[config.mk]
export PLATFORM = sky130hd
export DESIGN_NAME = pwmctl_regs
export DESIGN_NICKNAME = d
export VERILOG_FILES = /design/src/rtl/pwmctl_pkg.sv /design/src/rtl/pwmctl_decode.sv /design/src/rtl/pwmctl_setclr.sv /design/src/rtl/pwmctl_pending.sv /design/src/rtl/pwmctl_regs.sv
export SDC_FILE = /design/constraint.sdc
export NUM_CORES = 1
export LEC_CHECK = 0
export BUFFER_PORTS_ARGS = -buffer_cell sky130_fd_sc_hd__buf_4
export CAP_MARGIN = 20
export CORE_UTILIZATION = 44
export CTS_BUF_LIST = sky130_fd_sc_hd__clkbuf_4 sky130_fd_sc_hd__clkbuf_8 sky130_fd_sc_hd__clkbuf_16
export CTS_CLUSTER_DIAMETER = 80
export DETAILED_ROUTE_END_ITERATION = 6
export GPL_TIMING_DRIVEN = 0
export HOLD_SLACK_MARGIN = 0.08
export PLACE_DENSITY = 0.77
export SYNTH_ARGS = -nofsm -noshare
export SYNTH_HDL_FRONTEND = slang
export SYNTH_SLANG_ARGS = --single-unit
[constraint.sdc]
create_clock -name clk -period 1.05 [get_ports clk]
set_clock_uncertainty 0.15 [all_clocks]
set_input_delay 0.105 -clock clk [delete_from_list [all_inputs] [get_ports clk]]
set_output_delay 0.105 -clock clk [all_outputs]
set_load 0.05 [all_outputs]
[src/rtl/pwmctl_pkg.sv]
package pwmctl_pkg;
  localparam logic [7:0] OFS_MODE = 8'h00;
  localparam logic [7:0] OFS_RUN  = 8'h04;
  localparam logic [7:0] OFS_STOP = 8'h08;
  localparam logic [7:0] OFS_STAT = 8'h0C;
  localparam logic [7:0] OFS_IEN  = 8'h10;
  localparam logic [7:0] OFS_IDIS = 8'h14;
  localparam logic [7:0] OFS_MASK = 8'h18;
  localparam logic [7:0] OFS_PEND = 8'h1C;

  typedef enum logic [2:0] {
    RSEL_NONE, RSEL_MODE, RSEL_STAT, RSEL_MASK, RSEL_PEND
  } rsel_e;
endpackage

[src/rtl/pwmctl_decode.sv]
module pwmctl_decode
  import pwmctl_pkg::*;
(
  input  logic [7:0] addr,
  input  logic       wr,
  input  logic       rd,
  output logic       we_mode,
  output logic       we_run,
  output logic       we_stop,
  output logic       we_ien,
  output logic       we_idis,
  output logic       rd_ack,
  output rsel_e      rsel
);
  always_comb begin
    we_mode = wr && (addr == OFS_MODE);
    we_run  = wr && (addr == OFS_RUN);
    we_stop = wr && (addr == OFS_STOP);
    we_ien  = wr && (addr == OFS_IEN);
    we_idis = wr && (addr == OFS_IDIS);
    rd_ack  = rd && (addr == OFS_PEND);
    unique case (addr)
      OFS_MODE: rsel = RSEL_MODE;
      OFS_STAT: rsel = RSEL_STAT;
      OFS_MASK: rsel = RSEL_MASK;
      OFS_PEND: rsel = RSEL_PEND;
      default:  rsel = RSEL_NONE;
    endcase
  end
endmodule

[src/rtl/pwmctl_setclr.sv]
module pwmctl_setclr #(
  parameter int W = 4
) (
  input  logic         clk,
  input  logic         rst_n,
  input  logic         set_stb,
  input  logic         clr_stb,
  input  logic [W-1:0] bits,
  output logic [W-1:0] q
);
  function automatic logic [W-1:0] next_bits(
    input logic [W-1:0] cur, input logic s, input logic c, input logic [W-1:0] b);
    logic [W-1:0] r;
    r = cur;
    if (s) r = r | b;
    if (c) r = r & ~b;
    return r;
  endfunction

  always_ff @(posedge clk or negedge rst_n) begin
    if (!rst_n) q <= '0;
    else        q <= next_bits(q, set_stb, clr_stb, bits);
  end

  // set strobe turns on every selected bit
  p_set_takes_r2: assert property (@(posedge clk) disable iff (!rst_n)
    (set_stb && !clr_stb) |=> ((q & $past(bits)) == $past(bits)));
  // clear strobe turns off every selected bit
  p_clr_takes_r3: assert property (@(posedge clk) disable iff (!rst_n)
    (clr_stb && !set_stb) |=> ((q & $past(bits)) == '0));
  // without a strobe the bits hold
  p_hold_r2: assert property (@(posedge clk) disable iff (!rst_n)
    (!set_stb && !clr_stb) |=> $stable(q));
endmodule

[src/rtl/pwmctl_pending.sv]
module pwmctl_pending #(
  parameter int W = 4
) (
  input  logic         clk,
  input  logic         rst_n,
  input  logic [W-1:0] ev,
  input  logic         ack,
  output logic [W-1:0] pend
);
  function automatic logic [W-1:0] next_pend(
    input logic [W-1:0] cur, input logic [W-1:0] e, input logic a);
    return (a ? '0 : cur) | e;
  endfunction

  always_ff @(posedge clk or negedge rst_n) begin
    if (!rst_n) pend <= '0;
    else        pend <= next_pend(pend, ev, ack);
  end

  // a pulse always leaves its bit pending
  p_event_latched_r5: assert property (@(posedge clk) disable iff (!rst_n)
    (ev != '0) |=> ((pend & $past(ev)) == $past(ev)));
  // after an acknowledge only same-cycle pulses remain
  p_ack_clears_r6: assert property (@(posedge clk) disable iff (!rst_n)
    ack |=> (pend == $past(ev)));
  // without pulse or acknowledge the bits hold
  p_pend_hold_r5: assert property (@(posedge clk) disable iff (!rst_n)
    (!ack && ev == '0) |=> $stable(pend));
endmodule

[src/rtl/pwmctl_regs.sv]
module pwmctl_regs
  import pwmctl_pkg::*;
#(
  parameter int NUM_CH = 4,
  parameter int DATA_W = 32
) (
  input  logic              clk,
  input  logic              rst_n,
  input  logic [7:0]        bus_addr,
  input  logic              bus_wr,
  input  logic [DATA_W-1:0] bus_wdata,
  input  logic              bus_rd,
  output logic [DATA_W-1:0] bus_rdata,
  input  logic [NUM_CH-1:0] period_end_i,
  output logic [NUM_CH-1:0] ch_en_o,
  output logic [DATA_W-1:0] div_cfg_o,
  output logic              irq_o
);
  localparam int PAD_W = DATA_W - NUM_CH;

  logic we_mode, we_run, we_stop, we_ien, we_idis, rd_ack;
  rsel_e rsel;
  logic [NUM_CH-1:0] run_q, mask_q, pend_q, hit;
  logic [DATA_W-1:0] mode_q;

  pwmctl_decode u_dec (
    .addr(bus_addr), .wr(bus_wr), .rd(bus_rd),
    .we_mode(we_mode), .we_run(we_run), .we_stop(we_stop),
    .we_ien(we_ien), .we_idis(we_idis), .rd_ack(rd_ack), .rsel(rsel)
  );

  pwmctl_setclr #(.W(NUM_CH)) u_run (
    .clk(clk), .rst_n(rst_n), .set_stb(we_run), .clr_stb(we_stop),
    .bits(bus_wdata[NUM_CH-1:0]), .q(run_q)
  );

  pwmctl_setclr #(.W(NUM_CH)) u_mask (
    .clk(clk), .rst_n(rst_n), .set_stb(we_ien), .clr_stb(we_idis),
    .bits(bus_wdata[NUM_CH-1:0]), .q(mask_q)
  );

  pwmctl_pending #(.W(NUM_CH)) u_pend (
    .clk(clk), .rst_n(rst_n), .ev(period_end_i), .ack(rd_ack), .pend(pend_q)
  );

  function automatic logic [DATA_W-1:0] widen(input logic [NUM_CH-1:0] v);
    return {{PAD_W{1'b0}}, v};
  endfunction

  always_ff @(posedge clk or negedge rst_n) begin
    if (!rst_n) mode_q <= '0;
    else if (we_mode) mode_q <= bus_wdata;
  end

  always_ff @(posedge clk or negedge rst_n) begin
    if (!rst_n) bus_rdata <= '0;
    else if (bus_rd) begin
      unique case (rsel)
        RSEL_MODE: bus_rdata <= mode_q;
        RSEL_STAT: bus_rdata <= widen(run_q);
        RSEL_MASK: bus_rdata <= widen(mask_q);
        RSEL_PEND: bus_rdata <= widen(pend_q);
        default:   bus_rdata <= '0;
      endcase
    end
  end

  assign hit       = pend_q & mask_q;
  assign irq_o     = |hit;
  assign ch_en_o   = run_q;
  assign div_cfg_o = mode_q;

  // no mask bit, no interrupt
  p_irq_needs_mask_r8: assert property (@(posedge clk) disable iff (!rst_n)
    (mask_q == '0) |-> !irq_o);
  // no pending bit, no interrupt
  p_irq_needs_pend_r8: assert property (@(posedge clk) disable iff (!rst_n)
    (pend_q == '0) |-> !irq_o);
  // unmapped reads return zero
  p_unmapped_zero_r11: assert property (@(posedge clk) disable iff (!rst_n)
    (bus_rd && rsel == RSEL_NONE) |=> (bus_rdata == '0));
  // upper bits of channel views stay zero
  p_upper_zero_r9: assert property (@(posedge clk) disable iff (!rst_n)
    (bus_rd && rsel != RSEL_MODE) |=> (bus_rdata[DATA_W-1:NUM_CH] == '0));
  // the mode word changes only by a write to its offset
  p_mode_stable_r10: assert property (@(posedge clk) disable iff (!rst_n)
    !we_mode |=> $stable(div_cfg_o));
endmodule

==> results.sh <==
export IMPL_drt_pass1_iter_count=4
export IMPL_grtUsageTotal=0.283
export IMPL_grt_max_degree=77
export IMPL_rows=30
export IMPL_drt_iter0_drc=168
export IMPL_crit_required_ns=0.79
export IMPL_slew_headroom=0.368
export IMPL_synthTopCellsByArea="dfrtp_1 (60%), mux2_4 (14%), a22o_1 (8.8%)"
export IMPL_dp_hpwl_um=5350
export IMPL_syn_instance_count=211
export IMPL_multi_input_area_sq_um=1290
export IMPL_dp_cells=423
export IMPL_cts_buffers_inserted=9
export IMPL_clkSinkCount=76
export IMPL_final_hold_violation_count=76
export IMPL_tightest_slew_ns=0.948
export IMPL_overflow=0
export IMPL_ios=117
export IMPL_synth_largest_area_cell="dfrtp_1"
export IMPL_cts_htree_levels=3
export IMPL_drc=0
export IMPL_synth_cell_types=29
export IMPL_path_clk_slew_ns=0.08
export IMPL_syn_nets=259
export IMPL_outcome="complete, but fails checks"
export IMPL_hp_class="input port to asynchronous set/reset pin"
export IMPL_p_per_area_nw_per_um2=1190
export IMPL_setup_viol=145
export IMPL_final_setup_tns_ns=-21.36
export IMPL_rsz0062_at_grt="true"
export IMPL_finalCritPeriodShare=1.39
export IMPL_layout_drive_gt1_share=0.611
export IMPL_fill_cells=292
export IMPL_clk_path_buf_depth=2
export IMPL_portBuffers=116
export IMPL_syn_to_final_growth_pct=85.9
export IMPL_end_kind="primary output"
export IMPL_syn_cell_area_sq_um=3180
export IMPL_grt_pass1_vias=3016
export IMPL_power_leakage_nw=3.03
export IMPL_synth_warnings=0
export IMPL_synth_top_area_frac=0.599
export IMPL_utilization=0.860
export IMPL_fmax_mhz=684
export IMPL_ctsRootBufferMaster="clkbuf_8"
export IMPL_fin_ws_ns=-0.413
export IMPL_period_needed_ns=1.46
export IMPL_routedWlPerCell_um=21.0
export IMPL_crit_type="flop to primary output"
export IMPL_fin_nets=496
export IMPL_startpoint_type="flop"
export IMPL_avgSynthCellArea_sq_um=15.0
export IMPL_drv_slew=0
export IMPL_worstPathArrival_ns=1.21
export IMPL_place_worst_setup_slack_ns=-0.705
export IMPL_ys_seq_elements=76
export IMPL_clk_latency_ns=0.34
export IMPL_place_congestion=0.827
export IMPL_fp_dieW_um=87.0
export IMPL_die_height_um=87.0
export IMPL_r2r_slack_ns=-0.33
export IMPL_routed_via_density=5.36
export IMPL_ys_seq_area_frac=0.599
export IMPL_core_sq_um=6870
export IMPL_postRouteAntennaNets=0
export IMPL_via_count=2945
export IMPL_whs_ns=-0.266
export IMPL_cts_tree="built"
export IMPL_die_area_sq_um=7560
export IMPL_seq_area_sq_um=1910
export IMPL_violations="hold timing, setup timing"
export IMPL_initial_core_util=0.462
export IMPL_ir_drop_mv=0.951
export IMPL_grt_first_pass_wirelength_um=15600
export IMPL_antenna_found_initial=0
export IMPL_stdcell_count=549
export IMPL_drt_total_wl_um=11500
export IMPL_antenna_cells=0
export IMPL_max_cap_violations=0
export IMPL_worstPathMaxFanout=2
layer usage:
metal | up-vias | global-route usage | routed length [um]
li1 | 1267 | - | -
met1 | 1496 | 0.321 | 4320
met2 | 147 | 0.500 | 6230
met3 | 35 | 0.0749 | 618
met4 | 0 | 0.124 | 370
met5 | - | 0 | 0
Yosys cell counts (all sizes together):
cell / n
and3: 1
dfrtp: 76
mux2: 36
inv: 4
nor3: 2
o21ai: 9
buf: 6
or3: 1
nor2: 2
nor4b: 1
a32oi: 4
a21oi: 1
nand4: 1
nand3: 5
nand2: 10
nor2b: 1
a21o: 4
clkbuf: 4
o311ai: 4
a22o: 32
mux2i: 4
a22oi: 2
and3b: 1
stage by stage:
stage / power [mW] / cell area (sq um)
final: 7.01 / 5900
after CTS: 6.91 / 5680
after global routing: 7.24 / 5900
after global placement: 3.88 / 4200
after floorplan: 3.52 / 3210
after detailed placement: 3.89 / 4200
logic make-up (layout without fill, tap and decap cells):
| logic type | after synthesis | count (layout) | share of synthesized area |
|---|---|---|---|
| flops | 76 | 76 | 0.599 |
| compound gates | 56 | 56 | 0.140 |
| mux | 40 | 40 | 0.176 |
| simple gates | 25 | 25 | 0.0587 |
| buf+inv | 14 | 256 | 0.0264 |
area by class of cell:
| type | count | area share |
|---|---|---|
| Tap cell | 96 | 0.0203 |
| Multi-Input combinational cell | 121 | 0.219 |
| Clock buffer | 11 | 0.0246 |
| Timing Repair Buffer | 226 | 0.373 |
| Inverter | 4 | 0.00318 |
| Clock inverter | 5 | 0.0182 |
| Buffer | 10 | 0.0180 |
| Sequential cell | 76 | 0.323 |
worst max-delay path: stages (launching register included):
cell     delay, ns
dfrtp_1       0.42
a22oi_2       0.23
nand2_2       0.07
buf_6         0.15
where the power goes:
part / switching (mW) / leakage [nW] / total [mW] / internal (mW)
logic: 0.582 / 1.89 / 1.13 / 0.553
clock network: 1.13 / 0.128 / 2.82 / 1.69
registers: 0.0678 / 1.01 / 3.06 / 2.99
total: 1.78 / 3.03 / 7.01 / 5.23
cell usage in the layout, fill, tap and decap left out, drive strengths merged, types with 2 or more instances in the layout:
| cell | netlist | layout |
|---|---|---|
| nor3 | 2 | 2 |
| nand3 | 5 | 5 |
| a32oi | 4 | 4 |
| inv | 4 | 4 |
| mux2 | 36 | 36 |
| nor2 | 2 | 2 |
| clkbuf | 4 | 14 |
| mux2i | 4 | 4 |
| a21o | 4 | 4 |
| buf | 6 | 196 |
| nand2 | 10 | 10 |
| dlygate4sd3 | 0 | 37 |
| o311ai | 4 | 4 |
| dfrtp | 76 | 76 |
| a22o | 32 | 32 |
| a22oi | 2 | 2 |
| bufinv | 0 | 3 |
| o21ai | 9 | 9 |
worst paths after layout:
path | start | end | cells after the start
worst max-delay path | u_pend.pend[3]$_DFF_PN0_ | irq_o | 3
worst min-delay path | rst_n | asynchronous set/reset pin | 1
worst max register to register | flop | bus_rdata[0]$_DFFE_PN0P_ | 3
worst min register to register | u_pend.pend[2]$_DFF_PN0_ | u_pend.pend[2]$_DFF_PN0_ | 1
max in group asynchronous | rst_n | asynchronous set/reset pin | 1
min in group clk | bus_addr[3] | flop | 3
repair_timing:
item                                   CTS  global route
gates resized for setup                 98            31
setup endpoints to repair              142           145
hold buffers                            37             4
pin swaps                               17            18
setup buffers                           52            20
cloned                                   3             2
endpoints found under the hold margin  122            88
(Power assumes the default switching activity.)
